**src/rtl/spt_pkg.sv**
```systemverilog
package spt_pkg;

  // Clock source codes
  typedef enum logic [3:0] {
    SRC_OFF     = 4'd0,
    SRC_DIV1    = 4'd1,
    SRC_DIV2    = 4'd2,
    SRC_DIV4    = 4'd3,
    SRC_DIV8    = 4'd4,
    SRC_DIV64   = 4'd5,
    SRC_DIV256  = 4'd6,
    SRC_DIV1024 = 4'd7,
    SRC_EVENT   = 4'd8
  } src_e;

  localparam int SRC_W     = 4;
  localparam int MAX_SHIFT = 10;

  // Fixed register addresses (compare block lives in the upper half)
  localparam int ADDR_SRC   = 0;
  localparam int ADDR_CLR   = 1;
  localparam int ADDR_LD_LO = 2;
  localparam int ADDR_LD_HI = 3;
  localparam int ADDR_PR_LO = 4;
  localparam int ADDR_PR_HI = 5;

  // log2 of the clock divisor selected by a source code
  function automatic int unsigned div_shift(input logic [SRC_W-1:0] s);
    case (s)
      SRC_DIV2:    return 1;
      SRC_DIV4:    return 2;
      SRC_DIV8:    return 3;
      SRC_DIV64:   return 6;
      SRC_DIV256:  return 8;
      SRC_DIV1024: return 10;
      default:     return 0;
    endcase
  endfunction

endpackage

```
**src/rtl/spt_tick_gen.sv**
```systemverilog
module spt_tick_gen
  import spt_pkg::*;
#(
  parameter int PRE_W = MAX_SHIFT
) (
  input  logic             clk,
  input  logic             rst,
  input  logic [SRC_W-1:0] src,
  input  logic             evt,
  output logic             tick
);

  logic [PRE_W-1:0] pre_q;
  logic [PRE_W-1:0] mask;
  logic             run;
  logic             ev_mode;

  always_comb begin
    run     = (src >= SRC_DIV1) && (src <= SRC_DIV1024);
    ev_mode = (src == SRC_EVENT);
    mask    = PRE_W'((32'd1 << div_shift(src)) - 32'd1);
    if (ev_mode)
      tick = evt;
    else
      tick = run && ((pre_q & mask) == mask);
  end

  always_ff @(posedge clk) begin
    if (rst || !run)
      pre_q <= '0;
    else
      pre_q <= pre_q + 1'b1;
  end


  stopped_no_tick_chk: assert property (@(posedge clk) disable iff (rst)
    (src == SRC_OFF || src > SRC_EVENT) |-> !tick);


  div_restart_chk: assert property (@(posedge clk) disable iff (rst)
    (run && !$past(run)) |-> (pre_q == '0));

endmodule

```
**src/rtl/spt_regfile.sv**
```systemverilog
module spt_regfile
  import spt_pkg::*;
#(
  parameter int CW  = 8,
  parameter int NCH = 4,
  parameter int AW  = 4
) (
  input  logic                    clk,
  input  logic                    rst,
  input  logic                    wr_en,
  input  logic [AW-1:0]           wr_addr,
  input  logic [CW-1:0]           wr_data,
  output logic [SRC_W-1:0]        src,
  output logic [CW-1:0]           per_lo,
  output logic [CW-1:0]           per_hi,
  output logic [NCH-1:0][CW-1:0]  cmp_lo,
  output logic [NCH-1:0][CW-1:0]  cmp_hi,
  output logic                    ld_lo,
  output logic                    ld_hi,
  output logic [CW-1:0]           ld_val,
  output logic [NCH-1:0]          clr
);

  localparam int CMP_LO_BASE = 1 << (AW - 1);
  localparam int CMP_HI_BASE = CMP_LO_BASE + NCH;

  function automatic logic hit(input int a);
    return wr_en && (wr_addr == AW'(a));
  endfunction

  assign ld_lo  = hit(ADDR_LD_LO);
  assign ld_hi  = hit(ADDR_LD_HI);
  assign ld_val = wr_data;
  assign clr    = hit(ADDR_CLR) ? wr_data[NCH-1:0] : '0;

  always_ff @(posedge clk) begin
    if (rst) begin
      src    <= SRC_OFF;
      per_lo <= '1;
      per_hi <= '1;
    end else begin
      if (hit(ADDR_SRC))   src    <= wr_data[SRC_W-1:0];
      if (hit(ADDR_PR_LO)) per_lo <= wr_data;
      if (hit(ADDR_PR_HI)) per_hi <= wr_data;
    end
  end

  for (genvar c = 0; c < NCH; c++) begin : g_cmp
    always_ff @(posedge clk) begin
      if (rst) begin
        cmp_lo[c] <= '0;
        cmp_hi[c] <= '0;
      end else begin
        if (hit(CMP_LO_BASE + c)) cmp_lo[c] <= wr_data;
        if (hit(CMP_HI_BASE + c)) cmp_hi[c] <= wr_data;
      end
    end
  end


  period_write_chk: assert property (@(posedge clk) disable iff (rst)
    (wr_en && wr_addr == AW'(ADDR_PR_LO)) |=> (per_lo == $past(wr_data)));

endmodule

```
**src/rtl/spt_down_counter.sv**
```systemverilog
module spt_down_counter #(
  parameter int CW  = 8,
  parameter int NCH = 4
) (
  input  logic                   clk,
  input  logic                   rst,
  input  logic                   tick,
  input  logic                   load,
  input  logic [CW-1:0]          load_val,
  input  logic [CW-1:0]          per,
  input  logic [NCH-1:0][CW-1:0] cmp,
  output logic [CW-1:0]          cnt,
  output logic [NCH-1:0]         pwm,
  output logic                   unf
);

  logic at_zero;
  assign at_zero = (cnt == '0);

  always_ff @(posedge clk) begin
    if (rst) begin
      cnt <= '0;
      unf <= 1'b0;
    end else begin
      unf <= tick && !load && at_zero;
      if (load)
        cnt <= load_val;
      else if (tick)
        cnt <= at_zero ? per : cnt - 1'b1;
    end
  end

  for (genvar c = 0; c < NCH; c++) begin : g_pwm
    assign pwm[c] = (cnt <= cmp[c]);
  end


  unf_source_chk: assert property (@(posedge clk) disable iff (rst)
    unf |-> ($past(tick) && !$past(load) && $past(cnt) == '0));


  reload_chk: assert property (@(posedge clk) disable iff (rst)
    (tick && !load && at_zero) |=> (cnt == $past(per)));

endmodule

```
**src/rtl/spt_match_flags.sv**
```systemverilog
module spt_match_flags #(
  parameter int CW  = 8,
  parameter int NCH = 4
) (
  input  logic                   clk,
  input  logic                   rst,
  input  logic                   tick,
  input  logic                   load,
  input  logic [CW-1:0]          cnt,
  input  logic [NCH-1:0][CW-1:0] cmp,
  input  logic [NCH-1:0]         clr,
  output logic [NCH-1:0]         flag,
  output logic [NCH-1:0]         evt
);

  logic tick_q;

  always_ff @(posedge clk) begin
    if (rst) tick_q <= 1'b0;
    else     tick_q <= tick && !load;
  end

  for (genvar c = 0; c < NCH; c++) begin : g_ch
    logic set_c;
    assign set_c = tick_q && (cnt == cmp[c]);

    always_ff @(posedge clk) begin
      if (rst) begin
        flag[c] <= 1'b0;
        evt[c]  <= 1'b0;
      end else begin
        flag[c] <= set_c || (flag[c] && !clr[c]);
        evt[c]  <= set_c;
      end
    end


    flag_evt_chk: assert property (@(posedge clk) disable iff (rst)
      $rose(flag[c]) |-> evt[c]);


    flag_sticky_chk: assert property (@(posedge clk) disable iff (rst)
      (flag[c] && !clr[c]) |=> flag[c]);


    clear_chk: assert property (@(posedge clk) disable iff (rst)
      (clr[c] && !tick_q) |=> !flag[c]);
  end

endmodule

```
**src/rtl/spt_dual_pwm.sv**
```systemverilog
module spt_dual_pwm
  import spt_pkg::*;
#(
  parameter int CNT_W = 8,
  parameter int N_CH  = 4,
  parameter int ADR_W = 4
) (
  input  logic             clk,
  input  logic             rst,
  input  logic             evt_strobe,
  input  logic             wr_en,
  input  logic [ADR_W-1:0] wr_addr,
  input  logic [CNT_W-1:0] wr_data,
  output logic [N_CH-1:0]  pwm_lo,
  output logic [N_CH-1:0]  pwm_hi,
  output logic             unf_lo,
  output logic             unf_hi,
  output logic [N_CH-1:0]  cmp_flag,
  output logic [N_CH-1:0]  cmp_evt
);

  logic [SRC_W-1:0]            src;
  logic [CNT_W-1:0]            per_lo, per_hi;
  logic [N_CH-1:0][CNT_W-1:0]  cmp_lo, cmp_hi;
  logic                        ld_lo, ld_hi;
  logic [CNT_W-1:0]            ld_val;
  logic [N_CH-1:0]             clr;
  logic                        tick;
  logic [CNT_W-1:0]            cnt_lo, cnt_hi;

  spt_regfile #(.CW(CNT_W), .NCH(N_CH), .AW(ADR_W)) u_regs (
    .clk(clk), .rst(rst), .wr_en(wr_en), .wr_addr(wr_addr), .wr_data(wr_data),
    .src(src), .per_lo(per_lo), .per_hi(per_hi), .cmp_lo(cmp_lo), .cmp_hi(cmp_hi),
    .ld_lo(ld_lo), .ld_hi(ld_hi), .ld_val(ld_val), .clr(clr)
  );

  spt_tick_gen #(.PRE_W(MAX_SHIFT)) u_tick (
    .clk(clk), .rst(rst), .src(src), .evt(evt_strobe), .tick(tick)
  );

  spt_down_counter #(.CW(CNT_W), .NCH(N_CH)) u_cnt_lo (
    .clk(clk), .rst(rst), .tick(tick), .load(ld_lo), .load_val(ld_val),
    .per(per_lo), .cmp(cmp_lo), .cnt(cnt_lo), .pwm(pwm_lo), .unf(unf_lo)
  );

  spt_down_counter #(.CW(CNT_W), .NCH(N_CH)) u_cnt_hi (
    .clk(clk), .rst(rst), .tick(tick), .load(ld_hi), .load_val(ld_val),
    .per(per_hi), .cmp(cmp_hi), .cnt(cnt_hi), .pwm(pwm_hi), .unf(unf_hi)
  );

  spt_match_flags #(.CW(CNT_W), .NCH(N_CH)) u_flags (
    .clk(clk), .rst(rst), .tick(tick), .load(ld_lo), .cnt(cnt_lo),
    .cmp(cmp_lo), .clr(clr), .flag(cmp_flag), .evt(cmp_evt)
  );


  lo_decrement_chk: assert property (@(posedge clk) disable iff (rst)
    (tick && !ld_lo && cnt_lo != '0) |=> (cnt_lo == $past(cnt_lo) - 1'b1));


  hi_decrement_chk: assert property (@(posedge clk) disable iff (rst)
    (tick && !ld_hi && cnt_hi != '0) |=> (cnt_hi == $past(cnt_hi) - 1'b1));


  hi_load_chk: assert property (@(posedge clk) disable iff (rst)
    ld_hi |=> (cnt_hi == $past(wr_data)));


  lo_hold_chk: assert property (@(posedge clk) disable iff (rst)
    (!tick && !ld_lo) |=> $stable(cnt_lo));

endmodule

```
**config.mk**
```make
export PLATFORM = sky130hd
export DESIGN_NAME = spt_dual_pwm
export DESIGN_NICKNAME = d
export VERILOG_FILES = /design/src/rtl/spt_pkg.sv /design/src/rtl/spt_tick_gen.sv /design/src/rtl/spt_regfile.sv /design/src/rtl/spt_down_counter.sv /design/src/rtl/spt_match_flags.sv /design/src/rtl/spt_dual_pwm.sv
export SDC_FILE = /design/constraint.sdc
export NUM_CORES = 1
export LEC_CHECK = 0
export ABC_AREA = 1
export BUFFER_PORTS_ARGS = -buffer_cell sky130_fd_sc_hd__buf_2
export CAP_MARGIN = 20
export CORE_AREA = 2 2 90 178
export DETAILED_ROUTE_END_ITERATION = 12
export DIE_AREA = 0 0 92 180
export SLEW_MARGIN = 20
export SYNTH_ARGS = -nofsm -noshare
export SYNTH_HDL_FRONTEND = slang
export SYNTH_SLANG_ARGS = --single-unit
```
**constraint.sdc**
```tcl
create_clock -name clk -period 2.6 [get_ports clk]
set_input_delay 0.52 -clock clk [delete_from_list [all_inputs] [get_ports clk]]
set_output_delay 0.52 -clock clk [all_outputs]
set_load 0.03 [all_outputs]
```
==> results of run 1 <==
[state kept, by name, indices dropped and copies added (netlist names)]
| name | count |
|---|---|
| u_regs.cmp_lo | 32 |
| u_flags.evt | 4 |
| u_cnt_lo.unf | 1 |
| u_flags.flag | 4 |
| u_flags.tick_q | 1 |
| u_tick.pre_q | 10 |
| u_regs.per_hi | 8 |
| u_regs.per_lo | 8 |
| u_cnt_lo.cnt | 8 |
| u_regs.src | 4 |
| u_cnt_hi.unf | 1 |
| u_regs.cmp_hi | 32 |
| u_cnt_hi.cnt | 8 |
[worst register-to-register path, delay by kind of cell, from the launching register on]
kind            cells  cell delay (ns)
flops               1             0.37
fa+ha+maj           1             0.28
compound gates      2             0.29
simple gates        7             0.99
buf+inv             2             0.11
[layout by cell type (no fill, tap or decap), types with 2 or more instances in the layout]
master        n
a21oi_1     126
clkbuf_16    17
clkbuf_8      2
dfxtp_1     111
o221ai_1      4
nand3_4       3
ha_1         69
clkinv_2      4
xor2_1        4
o21ai_0     116
o21ai_1       2
a31oi_1       2
nor3_1        3
inv_1       126
inv_2         5
buf_4        25
or2_2         3
clkinv_1      5
buf_2        32
nand4_1      28
dfxtp_2       9
clkinvlp_4    5
nand2_1     109
nand3_1      27
clkbuf_1      2
o211ai_1     21
nand3b_1      2
nor2_1       53
nand3_2       3
a21oi_2       3
o21a_1        5
nor2_2        6
o22ai_1       4
[per-layer routing]
metal / GRT usage [%] / routed length (um) / up-vias / part of all wire, %
met3: 4.15 / 470 / 40 / 2.6
met2: 41.9 / 9600 / 106 / 53
met5: 0 / 0 / - / 0
met4: 11.0 / 687 / 0 / 3.8
met1: 24.3 / 7270 / 2729 / 40
li1: - / - / 3118 / -
[report_power, final]
group	internal [mW]	total, mW	switching, mW	leakage [nW]
clock	1.36	2.25	0.886	0.265
combinational	0.652	1.75	1.10	2.08
sequential	1.93	2.05	0.119	0.985
total	3.94	6.05	2.11	3.33
[cell families after synthesis]
logic type | count (synthesis)
AND/OR/NAND/NOR | 242
AO/OA/AOI/OAI | 283
XOR/XNOR | 5
adder cells (fa/ha/maj) | 70
flip-flops | 121
buffers and inverters | 171
[area by class of cell]
| class | count | area share, % |
|---|---|---|
| clock buffers | 21 | 6.00 |
| clock inverters | 11 | 1.27 |
| inverters | 137 | 6.75 |
| multi-input cells | 600 | 46.5 |
| flip-flops and latches | 121 | 31.8 |
| well taps | 198 | 3.23 |
| repair buffers | 57 | 4.53 |
[timing repair]
action                                  in CTS  in global routing
resized for setup                            0                 15
endpoints found under the setup margin       0                  7
endpoints found under the hold margin        0                  0
buffers inserted                             0                  4
[through the flow]
stage                     cell area (um2)  setup TNS, ns
after floorplan                      6670              0
after global placement               7060              0
after detailed placement             7060              0
after CTS                            7620              0
after global routing                 7680        -0.0172
final                                7680              0
[worst min-delay path by stage]
| stage | from | endpoint |
|---|---|---|
| 6_report | wr_data[2] | u_regs.per_hi[2] |
| 2_1_floorplan | u_tick.pre_q[0] | u_tick.pre_q[0] |
| 3_3_place_gp | u_tick.pre_q[9] | u_tick.pre_q[9] |
| 3_5_place_dp | u_tick.pre_q[9] | u_tick.pre_q[9] |
| 4_1_cts | wr_data[1] | u_regs.per_hi[1] |
| 5_1_grt | wr_data[2] | u_regs.per_hi[2] |
==> impl_summary.log, run 1 <==
[metrics] XOR/XNOR share of the synthesized area: 0.657%
[metrics] cell types with the highest counts after synthesis: 128 x inv_1, 126 x a21oi_1, 121 x dfxtp_1
[metrics] most common cell in the netlist: inv_1
[metrics] run status: completed
[metrics] type of the setup path with the least slack: register to output pin
[metrics] number of clock buffers inserted by TritonCTS: 17
[metrics] Worst Max-Slew Pin Slew: 0.685 ns
[metrics] dominant cell type by area after synthesis: dfxtp_1
[metrics] Final Cycle Share: 95.6%
[metrics] leakage: 3.33 nW
[metrics] area of combinational cells with multiple inputs: 3570 um2
[metrics] detailed-placement wirelength estimate: 13.0 mm
[metrics] data required time of the worst path: 2.08 ns
[metrics] Worst Hold Depth: 3
[metrics] number of flops mapped to enable cells by yosys: 0
[metrics] wire length after detailed routing: 18.0 mm
[metrics] Post-Synth Adder-Cell Area: 13.1%
[metrics] minimum hold slack: 0.391 ns
[metrics] horizontal extent of the die: 92 um
[metrics] Root Buffer: clkbuf_16
[metrics] main combinational cell family by area after synthesis: compound AO/OA/AOI/OAI gates
[metrics] Max Cap Viol: 0
[metrics] total chip power: 6.05 mW
[metrics] slack of the worst reg-to-reg path: 0.45 ns
[metrics] post-synth design cell area: 6670 um2
[metrics] portion of synthesized cell area occupied by the leading cell type: 36.3%
[metrics] worst reg2reg endpoint: u_cnt_hi.cnt[2]
[metrics] number of register bits inferred by synthesis: 121
[metrics] main area contributors after synthesis: dfxtp_1 36%, ha_1 13%, a21oi_1 9.5%, o21ai_0 8.7%, inv_1 7.2%
[metrics] average size of a mapped cell: 7.47 um2
[metrics] clock slew seen by the registers of the worst setup and hold paths: 0.06 ns
[metrics] CTS tree: built
[metrics] Final min period: 2.48 ns
[metrics] nature of the critical path endpoint: output pin
[metrics] non-filler cells in the finished layout: 1145
[metrics] Max-slew headroom: 54.3%
[metrics] starting utilization of the core area: 43.8%
[metrics] Vias/cell: 5.23
[metrics] number of cells on the critical path: 8
[metrics] n_diodes: 0
[metrics] Yosys warnings: 0
[metrics] largest net degree at the start of global routing: 32
[metrics] delay-heaviest family, CP: compound AO/OA/AOI/OAI gates
[metrics] y dimension of the die: 180 um
[metrics] Max stage delay on crit path: 0.35 ns
[metrics] H-tree depth: 4
[metrics] DR pass1 iterations: 5
[metrics] post-synthesis async set-or-reset flop share: 0%
[metrics] Die ar.: 16600 um2
[metrics] Cell Pwr Density: 788 nW/um2
[metrics] final setup violation count: 0
[metrics] simple logic cell fraction of the synthesized area: 17.0%
[metrics] reg2reg start: u_regs.src[1]
[metrics] CTS max path bufs: 2
[metrics] Register-to-Register Path Depth: 12
[metrics] Post-Syn Instances: 892
[metrics] clock net sink count: 121
[metrics] pre-CTS setup slack: 0.452 ns
[metrics] number of nets produced by synthesis: 978
[metrics] placement row count: 64
[metrics] Detail Route Antenna Nets: 0
[metrics] post-synthesis cell type count: 34
[metrics] worst vdd rail ir drop: 477 uV
[metrics] number of max-slew violations in the final report: 0
[metrics] fraction of the core area covered by cells at the end of the flow: 50.5%
[metrics] Hold Vio Cnt, Final: 0
[metrics] overall track demand over capacity in global routing: 22.7%
[metrics] 1st-iter DRT viols: 268
[metrics] total congestion overflow after global routing: 0
[metrics] Critical Path AT: 1.96 ns
[metrics] mux share of post-synthesis cell area: 0%
[metrics] Fill cells: 1552
[metrics] count of unresolved DRC violations after routing: 0
[metrics] post-route clock skew: 0.00577 ns
[metrics] Max Fclk: 402 MHz
[metrics] worst setup margin: 0.115 ns
[metrics] area of the core: 15200 um2
[metrics] setup repair after global routing missed its margin: true
[metrics] fin nets: 1020
[metrics] latest clock arrival within the worst-skew pair: 0.42 ns
[metrics] capturing element of the worst setup path: pwm_hi[0]
[metrics] final weighted congestion in routability-driven placement: 0.855
[metrics] hold crit path type: input port to register
[metrics] type of origin of the critical path: register
[metrics] count of pins on the block boundary: 34
[metrics] number of global-route vias before repair: 5789
[metrics] layout-stage area growth over the synthesis result: 15.2%
[metrics] largest driver fanout on the critical path: 7
[metrics] routed via count: 5993
[metrics] fraction of layout cells with a size suffix above 1: 13.2%
[metrics] average wire per standard cell: 15.7 um
[metrics] number of input and output port buffers inserted: 33
[metrics] cell with the largest stage delay on the worst path: dfxtp_2
[metrics] Seq. cell area: 2440 um2
[metrics] count of buffer and inverter cells on the critical path: 3
[metrics] wire length of the first global-routing pass: 29.3 mm
[metrics] antenna violations before repair: 0
[metrics] hold-fix buffer count after cts: 0
[metrics] register area share after synthesis: 36.3%
[metrics] share of the synthesized area in compound gates (AO/OA/AOI/OAI): 22.7%
[metrics] crit-path cells: clkinvlp_4, ha_1, inv_1, a21oi_1, o21a_1, o221ai_1, o21ai_0, buf_2
[metrics] crit path from: u_cnt_hi.cnt[0]
[metrics] Most used DFF post-synth: dfxtp_1
[metrics] placed cells: 1109
Power figures use the tool's default switching activity.
==> inputs of run 2 (changes only) <==
--- a/config.mk
+++ b/config.mk
@@ -7,7 +7,7 @@
 export LEC_CHECK = 0
 export ABC_AREA = 1
 export BUFFER_PORTS_ARGS = -buffer_cell sky130_fd_sc_hd__buf_2
-export CAP_MARGIN = 20
+export CAP_MARGIN = 10
 export CORE_AREA = 2 2 90 178
 export DETAILED_ROUTE_END_ITERATION = 12
 export DIE_AREA = 0 0 92 180
==> constraint.sdc (replaced) <==
create_clock -name clk -period 2.5 [get_ports clk]
set_input_delay 0.5 -clock clk [delete_from_list [all_inputs] [get_ports clk]]
set_output_delay 0.5 -clock clk [all_outputs]
set_load 0.03 [all_outputs]
==> run 2 against run 1 <==
  * Hold slack lost 0.025 ns
  * Combinational power grew 9%
  * Clock skew grew 0.0024 ns
  * Non-clock buffer count grew 3
  * Critical path depth grew 1
  * Utilization grew 1.2 points
  * Sequential power grew 4%
  * Worst setup slack lost 0.074 ns
  * Highest routed layer unchanged
  * Sequential share of layout area shrank 0.63 points
==> impl_summary.log, run 2 (synthesized netlist as in run 1, its figures left out) <==
[metrics] count of buffer and inverter cells on the critical path: 2 (-1)
[metrics] antenna violations before repair: 0 (unchanged)
[metrics] wire length of the first global-routing pass: 29.4 mm (+0.47%)
[metrics] count of unresolved DRC violations after routing: 0 (unchanged)
[metrics] leakage: 3.40 nW (+2.1%)
[metrics] horizontal extent of the die: 92 um (unchanged)
[metrics] layout-stage area growth over the synthesis result: 18.0%
[metrics] clock slew seen by the registers of the worst setup and hold paths: 0.05 ns (about the same)
[metrics] worst vdd rail ir drop: 481 uV (+0.95%)
[metrics] Die ar.: 16600 um2 (unchanged)
[metrics] y dimension of the die: 180 um (unchanged)
[metrics] n_diodes: 0 (unchanged)
[metrics] Vias/cell: 5.29 (+1.0%)
[metrics] Final Cycle Share: 98.4%
[metrics] cell type with the highest occurrence count on the critical path: nand2_1
[metrics] DR pass1 iterations: 4 (-1)
[metrics] CTS tree: built
[metrics] clock net sink count: 121 (unchanged)
[metrics] portion of total power attributed to the clock network: 39.9% (+2.8 points)
[metrics] fraction of layout cells with a size suffix above 1: 14.6% (+1.4 points)
[metrics] Max Fclk: 407 MHz
[metrics] largest net degree at the start of global routing: 32 (unchanged)
[metrics] Cell Pwr Density: 857 nW/um2 (+8.7%)
[metrics] reg2reg start: u_regs.src[1]
[metrics] Final min period: 2.46 ns
[metrics] cell with the largest stage delay on the worst path: dfxtp_4
[metrics] data required time of the worst path: 2.00 ns (-0.08 ns)
[metrics] sequential group share of total power: 31.7% (-2.2 points)
[metrics] Worst Hold Depth: 3 (unchanged)
[metrics] worst reg2reg endpoint: u_cnt_hi.cnt[1]
[metrics] latest clock arrival within the worst-skew pair: 0.43 ns (about the same)
[metrics] Register-to-Register Path Depth: 12 (unchanged)
[metrics] wire length after detailed routing: 18.4 mm (+1.9%)
[metrics] final setup violation count: 0 (unchanged)
[metrics] proportion of total power due to net switching: 33.2% (-1.6 points)
[metrics] 1st-iter DRT viols: 240 (-10%)
[metrics] net load switching power: 2.24 mW (+6.3%)
[metrics] startpoint of the lowest-slack hold path: wr_data[3]
[metrics] count of pins on the block boundary: 34 (unchanged)
[metrics] total chip power: 6.74 mW (+11%)
[metrics] total congestion overflow after global routing: 0 (unchanged)
[metrics] post-route clock skew: 0.00817 ns (+0.00241 ns)
[metrics] number of max-slew violations in the final report: 0 (unchanged)
[metrics] fin nets: 1023 (+0.29%)
[metrics] Detail Route Antenna Nets: 0 (unchanged)
[metrics] Power Internal: 4.50 mW (+14%)
[metrics] detailed-placement wirelength estimate: 13.3 mm (+2.2%)
[metrics] hold crit path type: input port to register
[metrics] CTS max path bufs: 2 (unchanged)
[metrics] Max Cap Viol: 0 (unchanged)
[metrics] type of the setup path with the least slack: register to output pin
[metrics] average wire per standard cell: 16.0 um (+1.6%)
[metrics] Worst Max-Slew Pin Slew: 0.708 ns (+0.0229 ns)
[metrics] Root Buffer: clkbuf_16
[metrics] nature of the critical path endpoint: output pin
[metrics] fraction of the core area covered by cells at the end of the flow: 51.7% (+1.2 points)
[metrics] crit-path cells: ha_1, nand2_1, inv_1, nand2_1, o211ai_1, nand4_1, o211ai_1, nand2_1, buf_4
[metrics] placement row count: 64 (unchanged)
[metrics] registers with the highest flip-flop counts: u_regs.cmp_hi: 32 flops, u_regs.cmp_lo: 32 flops, u_tick.pre_q: 10 flops
[metrics] worst-case hold path end point: u_regs.per_hi[3]
[metrics] final weighted congestion in routability-driven placement: 0.917 (+7.2%)
[metrics] commonest non-fill, non-tap cells in the layout: 126 x inv_1, 126 x a21oi_1, 115 x o21ai_0
[metrics] overall track demand over capacity in global routing: 22.9% (+0.22 points)
[metrics] largest driver fanout on the critical path: 8 (+1)
[metrics] slack of the worst reg-to-reg path: 0.31 ns (-0.14 ns)
[metrics] area of the core: 15200 um2 (unchanged)
[metrics] run status: completed
[metrics] type of origin of the critical path: register
[metrics] Critical Path AT: 1.96 ns (about the same)
[metrics] Hold Vio Cnt, Final: 0 (unchanged)
[metrics] starting utilization of the core area: 43.8% (unchanged)
[metrics] H-tree depth: 4 (unchanged)
[metrics] number of global-route vias before repair: 5918 (+2.2%)
[metrics] Max-slew headroom: 52.7% (-1.5 points)
[metrics] number of clock buffers inserted by TritonCTS: 17 (unchanged)
[metrics] sum of negative setup slack: 0 ns (unchanged)
[metrics] setup repair after global routing missed its margin: false
[metrics] Logic pwr share: 28.4% (-0.6 points)
[metrics] routed via count: 6069 (+1.3%)
[metrics] delay-heaviest family, CP: flip-flops
[metrics] Max stage delay on crit path: 0.39 ns (+0.04 ns)
[metrics] number of input and output port buffers inserted: 33 (unchanged)
run 2: layer usage:
metal,vias up,global-route usage (%),share of wire [%]
li1,3123,-,-
met1,2806,23.6,39
met2,104,43.6,55
met3,36,3.86,2.7
met4,0,11.1,3.2
met5,-,0,0
run 2: power by group through the flow:
| stage | logic, mW | clock network [mW] | registers (mW) |
|---|---|---|---|
| 6_report | 1.91 | 2.69 | 2.13 |
| 5_1_grt | 2.15 | 2.80 | 2.14 |
| 4_1_cts | 1.85 | 2.72 | 2.13 |
| 3_5_place_dp | 1.83 | 0 | 2.17 |
| 3_3_place_gp | 1.82 | 0 | 2.16 |
| 2_1_floorplan | 1.40 | 0 | 2.13 |
run 2: worst min-delay path: cells and delay by family:
kind / cells / cell delay (ns)
AO/OA/AOI/OAI: 2 / 0.13
buffers and inverters: 1 / 0.12
run 2: worst max path at each step:
stage	start	endpoint	slack [ns]	depth (start not counted)
after CTS	u_cnt_hi.cnt[0]	pwm_hi[0]	0.02	8
after detailed placement	u_regs.src[1]	u_cnt_hi.cnt[5]	0.35	12
after floorplan	u_cnt_hi.cnt[7]	pwm_hi[2]	0.48	5
final	u_cnt_lo.cnt[3]	pwm_lo[3]	0.04	9
after global placement	u_regs.src[3]	u_cnt_hi.cnt[4]	0.39	13
after global routing	u_cnt_lo.cnt[3]	pwm_lo[1]	0.0006	9
run 2: layout make-up:
cell class | instances | area, um2
multi-input cells | 600 | 3620
flip-flops and latches | 121 | 2450
well taps | 198 | 248
fillers | 1548 | 7350
clock buffers | 19 | 433
clock inverters | 13 | 201
repair buffers | 60 | 392
inverters | 137 | 518
run 2: timing repair:
action | 4_1_cts | 5_1_grt
setup buffers | 0 | 3
gates cloned | 0 | 0
resized for setup | 8 | 26
hold buffers | 0 | 0
setup endpoints to repair | 5 | 8
pin swaps | 0 | 6
run 2: through the flow:
step | instance area, um2 | hold WS [ns] | instances | setup slack, ns
2_1_floorplan | 6670 | 0.430 | 892 | 0.475
3_3_place_gp | 7090 | 0.452 | 1113 | 0.391
3_5_place_dp | 7090 | 0.460 | 1113 | 0.352
4_1_cts | 7740 | 0.362 | 1145 | 0.0193
5_1_grt | 7860 | 0.404 | 1148 | 0.000556
6_report | 7860 | 0.366 | 1148 | 0.0411
